<file path="config.mk">
export PLATFORM = sky130hd
export DESIGN_NAME = engine_ctl_regs
export DESIGN_NICKNAME = d
export VERILOG_FILES = /design/src/rtl/engine_ctl_pkg.sv /design/src/rtl/ecs_addr_decode.sv /design/src/rtl/ecs_err_unit.sv /design/src/rtl/ecs_sat_counter.sv /design/src/rtl/engine_ctl_regs.sv
export SDC_FILE = /design/constraint.sdc
export NUM_CORES = 1
export LEC_CHECK = 0
export BUFFER_PORTS_ARGS = -buffer_cell sky130_fd_sc_hd__buf_2
export CAP_MARGIN = 20
export CORE_MARGIN = 5
export CORE_UTILIZATION = 51
export DETAILED_ROUTE_END_ITERATION = 12
export PLACE_DENSITY = 0.79
export SYNTH_ARGS = -nofsm -noshare
export SYNTH_HDL_FRONTEND = slang
export SYNTH_SLANG_ARGS = --single-unit
</file>
<file path="constraint.sdc">
create_clock -name clk -period 4.03 [get_ports clk]
set_clock_uncertainty 0.2 [all_clocks]
set_input_delay 1.209 -clock clk [delete_from_list [all_inputs] [get_ports clk]]
set_output_delay 1.209 -clock clk [all_outputs]
set_load 0.02 [all_outputs]
</file>
<file path="src/rtl/engine_ctl_pkg.sv">
package engine_ctl_pkg;
  localparam int N_ERR = 6;

  localparam int OFF_CTRL  = 'h00;
  localparam int OFF_ERR   = 'h04;
  localparam int OFF_PBLO  = 'h08;
  localparam int OFF_PBHI  = 'h0C;
  localparam int OFF_PMASK = 'h10;
  localparam int OFF_ROP   = 'h14;
  localparam int OFF_OVF   = 'h18;
  localparam int OFF_ID    = 'h28;
  localparam int OFF_SRST  = 'h30;
  localparam int DIR_BASE  = 'h100;
  localparam int Q_BASE    = 'h300;

  // control word bit positions
  localparam int CB_IE  = 7;
  localparam int CB_PB  = 12;
  localparam int CB_WO  = 13;
  localparam int CB_RUN = 14;
  localparam int CB_MT  = 15;

  // error classes, bit order is decoded by software
  localparam int EB_REG  = 3;
  localparam int EB_QWR  = 5;
  localparam int EB_IRQ  = 7;

  typedef enum logic [3:0] {
    K_NONE, K_CTRL, K_ERR, K_PBLO, K_PBHI, K_PMASK,
    K_ROP, K_OVF, K_ID, K_SRST, K_RF_DIR, K_RF_Q
  } reg_kind_e;
endpackage

</file>
<file path="src/rtl/ecs_addr_decode.sv">
module ecs_addr_decode
  import engine_ctl_pkg::*;
#(
  parameter int ADDR_W   = 12,
  parameter int RF_DEPTH = 128,
  localparam int IDX_W   = $clog2(RF_DEPTH)
) (
  input  logic [ADDR_W-1:0] addr,
  output reg_kind_e         kind,
  output logic [IDX_W-1:0]  idx
);
  localparam logic [ADDR_W-1:0] DIR_LO = ADDR_W'(DIR_BASE);
  localparam logic [ADDR_W-1:0] DIR_HI = ADDR_W'(DIR_BASE + 4 * RF_DEPTH);
  localparam logic [ADDR_W-1:0] Q_LO   = ADDR_W'(Q_BASE);
  localparam logic [ADDR_W-1:0] Q_HI   = ADDR_W'(Q_BASE + 4 * RF_DEPTH);

  logic in_dir, in_q, aligned;

  assign aligned = (addr[1:0] == 2'b00);
  assign in_dir  = aligned && (addr >= DIR_LO) && (addr < DIR_HI);
  assign in_q    = aligned && (addr >= Q_LO) && (addr < Q_HI);

  always_comb begin
    idx = '0;
    if (in_dir)    idx = IDX_W'((addr - DIR_LO) >> 2);
    else if (in_q) idx = IDX_W'((addr - Q_LO) >> 2);
  end

  always_comb begin
    kind = K_NONE;
    if (in_dir)                              kind = K_RF_DIR;
    else if (in_q)                           kind = K_RF_Q;
    else if (addr == ADDR_W'(OFF_CTRL))      kind = K_CTRL;
    else if (addr == ADDR_W'(OFF_ERR))       kind = K_ERR;
    else if (addr == ADDR_W'(OFF_PBLO))      kind = K_PBLO;
    else if (addr == ADDR_W'(OFF_PBHI))      kind = K_PBHI;
    else if (addr == ADDR_W'(OFF_PMASK))     kind = K_PMASK;
    else if (addr == ADDR_W'(OFF_ROP))       kind = K_ROP;
    else if (addr == ADDR_W'(OFF_OVF))       kind = K_OVF;
    else if (addr == ADDR_W'(OFF_ID))        kind = K_ID;
    else if (addr == ADDR_W'(OFF_SRST))      kind = K_SRST;
  end
endmodule

</file>
<file path="src/rtl/ecs_err_unit.sv">
module ecs_err_unit #(
  parameter int N = 6
) (
  input  logic         clk,
  input  logic         rst,
  input  logic         srst,
  input  logic [N-1:0] set_vec,
  input  logic [N-1:0] clr_vec,
  input  logic [N-1:0] en,
  input  logic         ie,
  output logic [N-1:0] flags,
  output logic         irq
);
  for (genvar g = 0; g < N; g++) begin : g_flag
    always_ff @(posedge clk) begin
      if (rst || srst)     flags[g] <= 1'b0;
      else if (set_vec[g]) flags[g] <= 1'b1;
      else if (clr_vec[g]) flags[g] <= 1'b0;
    end
  end

  always_ff @(posedge clk) begin
    if (rst) irq <= 1'b0;
    else     irq <= ie && |(flags & en);
  end
endmodule

</file>
<file path="src/rtl/ecs_sat_counter.sv">
module ecs_sat_counter #(
  parameter int W = 8
) (
  input  logic         clk,
  input  logic         rst,
  input  logic         clr,
  input  logic         inc,
  output logic [W-1:0] cnt
);
  always_ff @(posedge clk) begin
    if (rst || clr)               cnt <= '0;
    else if (inc && (cnt != '1))  cnt <= cnt + 1'b1;
  end
endmodule

</file>
<file path="src/rtl/engine_ctl_regs.sv">
module engine_ctl_regs
  import engine_ctl_pkg::*;
#(
  parameter int          ADDR_W    = 12,
  parameter int          DATA_W    = 32,
  parameter int          RF_DEPTH  = 128,
  parameter int          CNT_W     = 8,
  parameter logic [7:0]  ARCH_CODE = 8'h01,
  parameter logic [7:0]  CHIP_REV  = 8'h02,
  localparam int         IDX_W     = $clog2(RF_DEPTH)
) (
  input  logic              clk,
  input  logic              rst,
  input  logic              host_wr,
  input  logic              host_rd,
  input  logic [ADDR_W-1:0] host_addr,
  input  logic [DATA_W-1:0] host_wdata,
  output logic [DATA_W-1:0] host_rdata,
  input  logic [N_ERR-1:0]  eng_err,
  input  logic              eng_wrote,
  input  logic              q_empty,
  input  logic              q_full,
  output logic              run,
  output logic              pb_check_en,
  output logic [DATA_W-1:0] page_lo,
  output logic [DATA_W-1:0] page_hi,
  output logic [DATA_W-1:0] plane_mask,
  output logic [7:0]        rop_code,
  output logic              rf_wr_en,
  output logic [IDX_W-1:0]  rf_wr_idx,
  output logic [DATA_W-1:0] rf_wr_data,
  output logic              q_push,
  output logic [IDX_W-1:0]  q_push_idx,
  output logic [DATA_W-1:0] q_push_data,
  output logic              irq
);
  reg_kind_e          kind;
  logic [IDX_W-1:0]   idx;
  logic [N_ERR-1:0]   err_en, err_flags, err_set, err_clr;
  logic               irq_en, wrote;
  logic               soft_hit, err_clr_any, dir_viol, q_ovf;
  logic [CNT_W-1:0]   ovf_cnt;
  logic [DATA_W-1:0]  rd_mux;
  logic [15:0]        ctrl_word;

  ecs_addr_decode #(.ADDR_W(ADDR_W), .RF_DEPTH(RF_DEPTH)) u_dec (
    .addr(host_addr), .kind(kind), .idx(idx)
  );

  assign soft_hit    = host_wr && (kind == K_SRST);
  assign dir_viol    = host_wr && (kind == K_RF_DIR) && run;
  assign q_ovf       = host_wr && (kind == K_RF_Q) && q_full;
  assign err_clr     = (host_wr && (kind == K_ERR)) ? host_wdata[N_ERR-1:0] : '0;
  assign err_clr_any = |err_clr;

  always_comb begin
    err_set         = eng_err;
    err_set[EB_REG] = eng_err[EB_REG] | dir_viol;
    err_set[EB_QWR] = eng_err[EB_QWR] | q_ovf;
  end

  ecs_err_unit #(.N(N_ERR)) u_err (
    .clk(clk), .rst(rst), .srst(soft_hit), .set_vec(err_set), .clr_vec(err_clr),
    .en(err_en), .ie(irq_en), .flags(err_flags), .irq(irq)
  );

  ecs_sat_counter #(.W(CNT_W)) u_ovf (
    .clk(clk), .rst(rst), .clr(soft_hit), .inc(q_ovf), .cnt(ovf_cnt)
  );

  // control fields
  always_ff @(posedge clk) begin
    if (rst) begin
      run <= 1'b0; pb_check_en <= 1'b0; irq_en <= 1'b0; err_en <= '0;
    end else if (soft_hit) begin
      run <= 1'b0;
    end else if (host_wr && kind == K_CTRL) begin
      run         <= host_wdata[CB_RUN];
      pb_check_en <= host_wdata[CB_PB];
      irq_en      <= host_wdata[CB_IE];
      err_en      <= host_wdata[N_ERR-1:0];
    end
  end

  always_ff @(posedge clk) begin
    if (rst)                                             wrote <= 1'b0;
    else if (eng_wrote)                                  wrote <= 1'b1;
    else if (host_wr && kind == K_CTRL && host_wdata[CB_WO]) wrote <= 1'b0;
  end

  // parameter registers for the execution units
  always_ff @(posedge clk) begin
    if (rst) begin
      page_lo <= '0; page_hi <= '0; plane_mask <= '0; rop_code <= '0;
    end else if (host_wr) begin
      case (kind)
        K_PBLO:  page_lo    <= host_wdata;
        K_PBHI:  page_hi    <= host_wdata;
        K_PMASK: plane_mask <= host_wdata;
        K_ROP:   rop_code   <= host_wdata[7:0];
        default: ;
      endcase
    end
  end

  // register-file write paths
  always_ff @(posedge clk) begin
    if (rst) begin
      rf_wr_en <= 1'b0; q_push <= 1'b0;
      rf_wr_idx <= '0; rf_wr_data <= '0; q_push_idx <= '0; q_push_data <= '0;
    end else begin
      rf_wr_en <= host_wr && (kind == K_RF_DIR) && !run;
      q_push   <= host_wr && (kind == K_RF_Q) && !q_full;
      if (host_wr && kind == K_RF_DIR) begin
        rf_wr_idx  <= idx;
        rf_wr_data <= host_wdata;
      end
      if (host_wr && kind == K_RF_Q) begin
        q_push_idx  <= idx;
        q_push_data <= host_wdata;
      end
    end
  end

  // readback
  always_comb begin
    ctrl_word              = '0;
    ctrl_word[N_ERR-1:0]   = err_en;
    ctrl_word[CB_IE]       = irq_en;
    ctrl_word[CB_PB]       = pb_check_en;
    ctrl_word[CB_WO]       = wrote;
    ctrl_word[CB_RUN]      = run;
    ctrl_word[CB_MT]       = q_empty;
  end

  always_comb begin
    rd_mux = '0;
    case (kind)
      K_CTRL:  rd_mux = DATA_W'(ctrl_word);
      K_ERR:   rd_mux = DATA_W'({irq, 1'b0, err_flags});
      K_PBLO:  rd_mux = page_lo;
      K_PBHI:  rd_mux = page_hi;
      K_PMASK: rd_mux = plane_mask;
      K_ROP:   rd_mux = DATA_W'(rop_code);
      K_OVF:   rd_mux = DATA_W'(ovf_cnt);
      K_ID:    rd_mux = DATA_W'({CHIP_REV, ARCH_CODE});
      default: rd_mux = '0;
    endcase
  end

  always_ff @(posedge clk) begin
    if (rst)          host_rdata <= '0;
    else if (host_rd) host_rdata <= rd_mux;
    else              host_rdata <= '0;
  end
endmodule

</file>
### Word-level counts from Yosys, hierarchy flattened

Cells that the tools add are included.

| word-level totals | value |
|---|---|
| register bits after elaboration | 241 |
| input bits | 57 |
| output and inout bits | 219 |
| logic and storage cells | 121 |

| operators by class | value |
|---|---|
| $add $sub $neg | 3 |
| magnitude comparators | 4 |
| equality and inequality tests | 20 |
| muxes and demuxes | 29 |
| bitwise logic cells | 5 |
| reductions and logical operators | 36 |

Operators with widths:

| operator | count |
|---|---|
| $pmux 32 s8 | 1 |
| $mux 4 | 11 |
| $eq 12x5->1 const B | 3 |
| $eq 12x4->1 const B | 2 |
| $eq 12x6->1 const B | 2 |
| $sub 9x9->9 const B | 2 |
| $eq 4x3->1 const B | 4 |
| $eq 4x4->1 const B | 4 |
| $logic_and 1x1->1 | 16 |
| $mux 1 | 14 |
| $mux 7 | 2 |
| $reduce_bool 2->1 | 7 |
| $eq 12x3->1 const B | 1 |
| $ge 12x10->1 const B | 1 |
| $ge 12x9->1 const B | 1 |
| $logic_not 12->1 | 1 |
| $lt 12x10->1 const B | 1 |
| $lt 12x11->1 const B | 1 |
| $reduce_and 2->1 | 5 |
| $add 8x1->8 const B | 1 |
| $eq 4x2->1 const B | 2 |
| $ne 8x8->1 const B | 1 |
| $and 6x6->6 | 1 |
| $mux 6 | 1 |
| other kinds (8) | 12 |

### Longest topological paths before layout

| logic depth | value |
|---|---|
| word-level depth | 17 |
| mapped depth | 9 |
| depth with buffers taken out | 6 |

### Hierarchy

A second synthesis with hierarchy kept.

| second synthesis, totals | value |
|---|---|
| cell total of the unflattened synthesis | 1254 |
| area, all modules | 10641.5 sq um |

Modules (own cells, without submodules):

| module | instances | cells each | area an instance (sq um) | sequential area each (sq um) |
|---|---|---|---|---|
| engine_ctl_regs | 1 | 1144 | 9699.3 | 4524.3 |
| ecs_sat_counter | 1 | 48 | 421.7 | 160.2 |
| ecs_err_unit | 1 | 32 | 305.3 | 140.1 |
| ecs_addr_decode | 1 | 30 | 215.2 | 0.0 |

### Worst setup path after synthesis

Ideal clock, no wire load.

| timing path | value |
|---|---|
| path type | input -> register |
| from | input host_addr[8] |
| to | register u_err.flags[3] |
| library setup time | 0.128 ns |
| arrival | 2.990 ns |
| data required time | 3.702 ns |
| path slack | 0.712 ns |
| stages on the path | 7 |
| path buffers | 2 |
| cell sequence | buf_2 -> or4_1 -> buf_4 -> nor4_1 -> nand2_1 -> a221oi_1 -> nor2_1 |

| between the ends | value |
|---|---|
| word-level cells in the longest chain between the ends | 17 |
| elaborated cells on any way between the ends | 40 |
| those cells by class | order compare: 4; eq/ne: 11; mux: 13; bitwise: 1; reduce/logical: 11 |

RTL lines:

| element | line | RTL |
|---|---|---|
| from (decl) | engine_ctl_regs.sv:16 | `input logic [ADDR_W-1:0] host_addr,` |
| $eq 12x6->1 | ecs_addr_decode.sv:41 | `else if (addr == ADDR_W'(OFF_SRST)) kind = K_SRST;` |
| $mux 4 | ecs_addr_decode.sv:41 |  |
| $mux 4 | ecs_addr_decode.sv:40 | `else if (addr == ADDR_W'(OFF_ID)) kind = K_ID;` |
| $mux 4 | ecs_addr_decode.sv:39 | `else if (addr == ADDR_W'(OFF_OVF)) kind = K_OVF;` |
| $mux 4 | ecs_addr_decode.sv:38 | `else if (addr == ADDR_W'(OFF_ROP)) kind = K_ROP;` |
| $mux 4 | ecs_addr_decode.sv:37 | `else if (addr == ADDR_W'(OFF_PMASK)) kind = K_PMASK;` |
| $mux 4 | ecs_addr_decode.sv:36 | `else if (addr == ADDR_W'(OFF_PBHI)) kind = K_PBHI;` |
| $mux 4 | ecs_addr_decode.sv:35 | `else if (addr == ADDR_W'(OFF_PBLO)) kind = K_PBLO;` |
| $mux 4 | ecs_addr_decode.sv:34 | `else if (addr == ADDR_W'(OFF_ERR)) kind = K_ERR;` |
| $mux 4 | ecs_addr_decode.sv:33 | `else if (addr == ADDR_W'(OFF_CTRL)) kind = K_CTRL;` |
| $mux 4 | ecs_addr_decode.sv:32 | `else if (in_q) kind = K_RF_Q;` |
| $mux 4 (*) | ecs_addr_decode.sv:31 | `if (in_dir) kind = K_RF_DIR;` |
| $eq 4x4->1 | engine_ctl_regs.sv:51 | `assign dir_viol = host_wr && (kind == K_RF_DIR) && run;` |
| $logic_and 1x1->1 (2 in series) | engine_ctl_regs.sv:51 |  |
| $or 1x1->1 | engine_ctl_regs.sv:58 | `err_set[EB_REG] = eng_err[EB_REG] \| dir_viol;` |
| $mux 1 / $reduce_bool 2->1 (equally long branches) | - |  |
| to (signal, indexed assignment) | ecs_err_unit.sv:16 | `if (rst \|\| srst) flags[g] <= 1'b0;` |
| to (signal, indexed assignment) | ecs_err_unit.sv:17 | `else if (set_vec[g]) flags[g] <= 1'b1;` |
| to (signal, indexed assignment) | ecs_err_unit.sv:18 | `else if (clr_vec[g]) flags[g] <= 1'b0;` |
| to (decl) | ecs_err_unit.sv:11 | `output logic [N-1:0] flags,` |

Every way passes the cells marked *; elsewhere a longest branch is shown, timed or not.
A chain may end at the register's enable or synchronous reset.

### Worst setup path after layout

| timing path | value |
|---|---|
| from | input host_addr[6] |
| to | register page_hi[14] |

| between the ends | value |
|---|---|
| word-level cells in the longest chain between the ends | 14 |
| elaborated cells on any way between the ends | 30 |
| those cells by class | order compare: 4; eq/ne: 9; mux: 11; reduce/logical: 6 |

RTL lines:

| element | line | RTL |
|---|---|---|
| $eq 12x6->1 | ecs_addr_decode.sv:41 |  |
| $mux 4 | ecs_addr_decode.sv:41 |  |
| $mux 4 | ecs_addr_decode.sv:40 |  |
| $mux 4 | ecs_addr_decode.sv:39 |  |
| $mux 4 | ecs_addr_decode.sv:38 |  |
| $mux 4 | ecs_addr_decode.sv:37 |  |
| $mux 4 | ecs_addr_decode.sv:36 |  |
| $mux 4 | ecs_addr_decode.sv:35 |  |
| $mux 4 | ecs_addr_decode.sv:34 |  |
| $mux 4 | ecs_addr_decode.sv:33 |  |
| $mux 4 | ecs_addr_decode.sv:32 |  |
| $mux 4 (*) | ecs_addr_decode.sv:31 |  |
| $eq 4x3->1 (*) | engine_ctl_regs.sv:96 | `case (kind)` |
| $reduce_and 2->1 (no line) (*) | - |  |
| to (signal assigned) | engine_ctl_regs.sv:98 | `K_PBHI: page_hi <= host_wdata;` |
| to (decl) | engine_ctl_regs.sv:26 | `output logic [DATA_W-1:0] page_hi,` |

Marked as above.

==> impl_metrics.env <==
export IMPL_final_cell_mix="nand2_1, buf_2, dfxtp_1"
export IMPL_cap_violations=0
export IMPL_coreArea_mm2=0.0179
export IMPL_ys_seq_area_frac=0.522
export IMPL_post_cts_setup_buffer_count=0
export IMPL_cp_start_kind="input pin"
export IMPL_cp_endpoint="page_hi[14]"
export IMPL_synthMuxAreaShare=0.0202
export IMPL_clockBufferDepth=3
export IMPL_postCtsResizedCells=0
export IMPL_drive_above_1_share=0.264
export IMPL_p_seq_frac=0.490
export IMPL_routed_via_density=5.69
export IMPL_finalMaxSlewViolations=0
export IMPL_synth_top_family_by_area="simple AND/OR/NAND/NOR gates"
export IMPL_worst_ep_arrival_time_ps=3370
export IMPL_die_x_um=145
export IMPL_port_buffers=275
export IMPL_final_common_cell="nand2_1"
export IMPL_syn_avg_cell_area_um2=8.07
export IMPL_dr_pass1_iters=5
export IMPL_place_congestion=0.922
export IMPL_synthTopCellsByArea="dfxtp_1, nand2_1, a21oi_1, clkbuf_1, a222oi_1"
export IMPL_fmax_mhz=319
export IMPL_dp_slack_ps=402
export IMPL_hold_viol_final=0
export IMPL_synth_top_area_frac=0.522
export IMPL_synth_cell_types=51
export IMPL_async_flop_share=0
export IMPL_drtIter0Drc=855
export IMPL_ys_flop_type="dfxtp_1"
export IMPL_setup_viol=0
export IMPL_grt_use_total=0.285
export IMPL_die_h_um=145
export IMPL_place_area_mm2=0.0108
export IMPL_p_leak_nw=4.76
export IMPL_syn2layout_area_growth_pct=26.3
export IMPL_overflow=0
export IMPL_die_area_mm2=0.0209
export IMPL_routedWlPerCell_um=19.1
export IMPL_hold_buffers=0
export IMPL_worstSetupPathType="in2reg"
export IMPL_drt_total_wl_um=31300
export IMPL_grt_antenna_before_repair=0
export IMPL_insertion_delay_ps=520
export IMPL_synth_simple_area_share=0.221
export IMPL_timing_worst_slew_pin_value_ps=1020
export IMPL_grt_max_degree=95
export IMPL_p_per_area_mw_per_mm2=419
export IMPL_synth_adder_area_share=0.00135
export IMPL_end_kind="flip-flop"
export IMPL_worstReg2RegEnd="u_ovf.cnt[5]"
export IMPL_cts_root_buffer="clkbuf_16"
export IMPL_p_clk_frac=0.471
export IMPL_cts_buffers=25
export IMPL_synth_warning_count=0
export IMPL_final_area_mm2=0.0117
export IMPL_via_count=9319
export IMPL_finalCritPeriodShare=0.777
export IMPL_synth_edff_count=0
export IMPL_synth_xor_area_frac=0.000948
export IMPL_netlist_instances=1144
export IMPL_max_slew_margin=0.315
export IMPL_insertedDiodeCount=0
export IMPL_min_period_ps=3130
export IMPL_ir_drop_mv=0.355
export IMPL_yosys_area_top_type="dfxtp_1"
export IMPL_hold_ws_ps=246
export IMPL_nNetsFinal=1447
export IMPL_first_global_vias=8617
export IMPL_initial_utilization=0.516
export IMPL_syn_area_mm2=0.00924
export IMPL_r2r_slack_ps=2100
export IMPL_rr_startpoint="u_ovf.cnt[0]"
export IMPL_hp_class="reg2reg"
export IMPL_tns_ps=0
export IMPL_htree_levels=1
export IMPL_synth_compound_area_frac=0.188
export IMPL_pwr_share_comb=0.039
export IMPL_reg2regPathDepth=5
export IMPL_switching_share=0.222
export IMPL_synth_seq_cells=241
export IMPL_grt_pass1_wl_um=47500
export IMPL_cts_tree="yes"
export IMPL_fin_ws_ps=898
export IMPL_path_clk_slew_ps=60
export IMPL_hpwl_um=21200
export IMPL_rsz0062_at_grt="false"
export IMPL_status="completed"
export IMPL_power_switching_mw=1.09
export IMPL_critPathLaunch="host_addr[6]"
export IMPL_power_mw=4.89
export IMPL_synth_fp_nets=1202
export IMPL_required_ps=4270
export IMPL_io_pins=276
export IMPL_drc=0
export IMPL_clock_sinks=241
export IMPL_cp_max_fo=19
export IMPL_antenna_left=0
export IMPL_rows=49
export IMPL_p_int_mw=3.81
power by group through the flow:
| stage | Sequential, mW | Combinational [mW] | Clock (mW) |
|---|---|---|---|
| floorplan | 2.45 | 0.0898 | 0 |
| global placement | 2.45 | 0.184 | 0 |
| detailed placement | 2.45 | 0.186 | 0 |
| CTS | 2.40 | 0.186 | 2.33 |
| global route | 2.40 | 0.203 | 2.44 |
| finish | 2.40 | 0.190 | 2.30 |
per-stage QoR:
step | util | cells
2_1_floorplan | - | 1144
3_3_place_gp | 0.606 | 1591
3_5_place_dp | 0.606 | 1591
4_1_cts | 0.652 | 1637
5_1_grt | 0.652 | 1637
6_report | 0.652 | 1637
worst min path at each step:
stage,from,endpoint,depth (start not counted)
6_report,rf_wr_idx[6],rf_wr_idx[6],2
5_1_grt,rf_wr_data[2],rf_wr_data[2],2
4_1_cts,rf_wr_idx[6],rf_wr_idx[6],2
3_5_place_dp,rf_wr_idx[6],rf_wr_idx[6],2
3_3_place_gp,rf_wr_idx[3],rf_wr_idx[3],2
2_1_floorplan,irq_en,u_err.irq,2
metal layers:
metal / track usage / up-vias / part of all wire
met3: 0.0642 / 80 / 0.099
met1: 0.385 / 4352 / 0.41
met4: 0.102 / 0 / 0.037
li1: - / 4386 / -
met2: 0.448 / 501 / 0.46
met5: 0 / - / 0
cell type report:
class                   count  area, um2
fillers                  1500       6240
clock inverters            10        104
multi-input cells         803       4040
well taps                 229        287
clock buffers              36        717
inverters                   6       22.5
flip-flops and latches    241       4820
repair buffers            312       1670
cells in the mapped netlist (2+ instances only):
library cell,number
o211ai_1,3
a2111oi_0,2
o21a_1,3
buf_4,2
o31ai_1,3
buf_6,3
nand2b_1,2
and2_1,4
or3_1,4
nor2_1,47
clkbuf_1,74
o21ai_0,12
mux2_2,5
nor4_1,6
buf_2,14
inv_1,6
or2_2,3
or4_1,4
a211oi_1,2
a221oi_1,6
nor4_4,2
mux2i_1,13
nor3_1,6
nand3_1,23
a21oi_1,211
a22oi_1,19
nand4_1,3
a222oi_1,23
nor2b_1,7
a32oi_1,2
nand2_1,369
nand3b_1,2
dfxtp_1,241
critical path, stage by stage:
cell	delay [ps]
buf_2	120
or4_1	710
buf_4	240
nor4_4	360
and2_1	210
buf_4	270
nand2_1	90
a21oi_1	160
state kept, by name (all words and copies together) (netlist names):
name         count
q_push_data     32
err_en           6
host_rdata      32
rf_wr_data      32
page_lo         32
q_push_idx       7
u_err.flags      6
irq_en           1
plane_mask      32
pb_check_en      1
rop_code         8
q_push           1
wrote            1
page_hi         32
u_ovf.cnt        8
run              1
rf_wr_en         1
u_err.irq        1
rf_wr_idx        7
logic make-up after synthesis:
| logic type | count (synthesis) |
|---|---|
| compound gates | 295 |
| xor+xnor | 1 |
| fa+ha+maj | 1 |
| buf+inv | 100 |
| flops | 241 |
| mux | 18 |
| simple gates | 488 |
(Power assumes the default switching activity.)
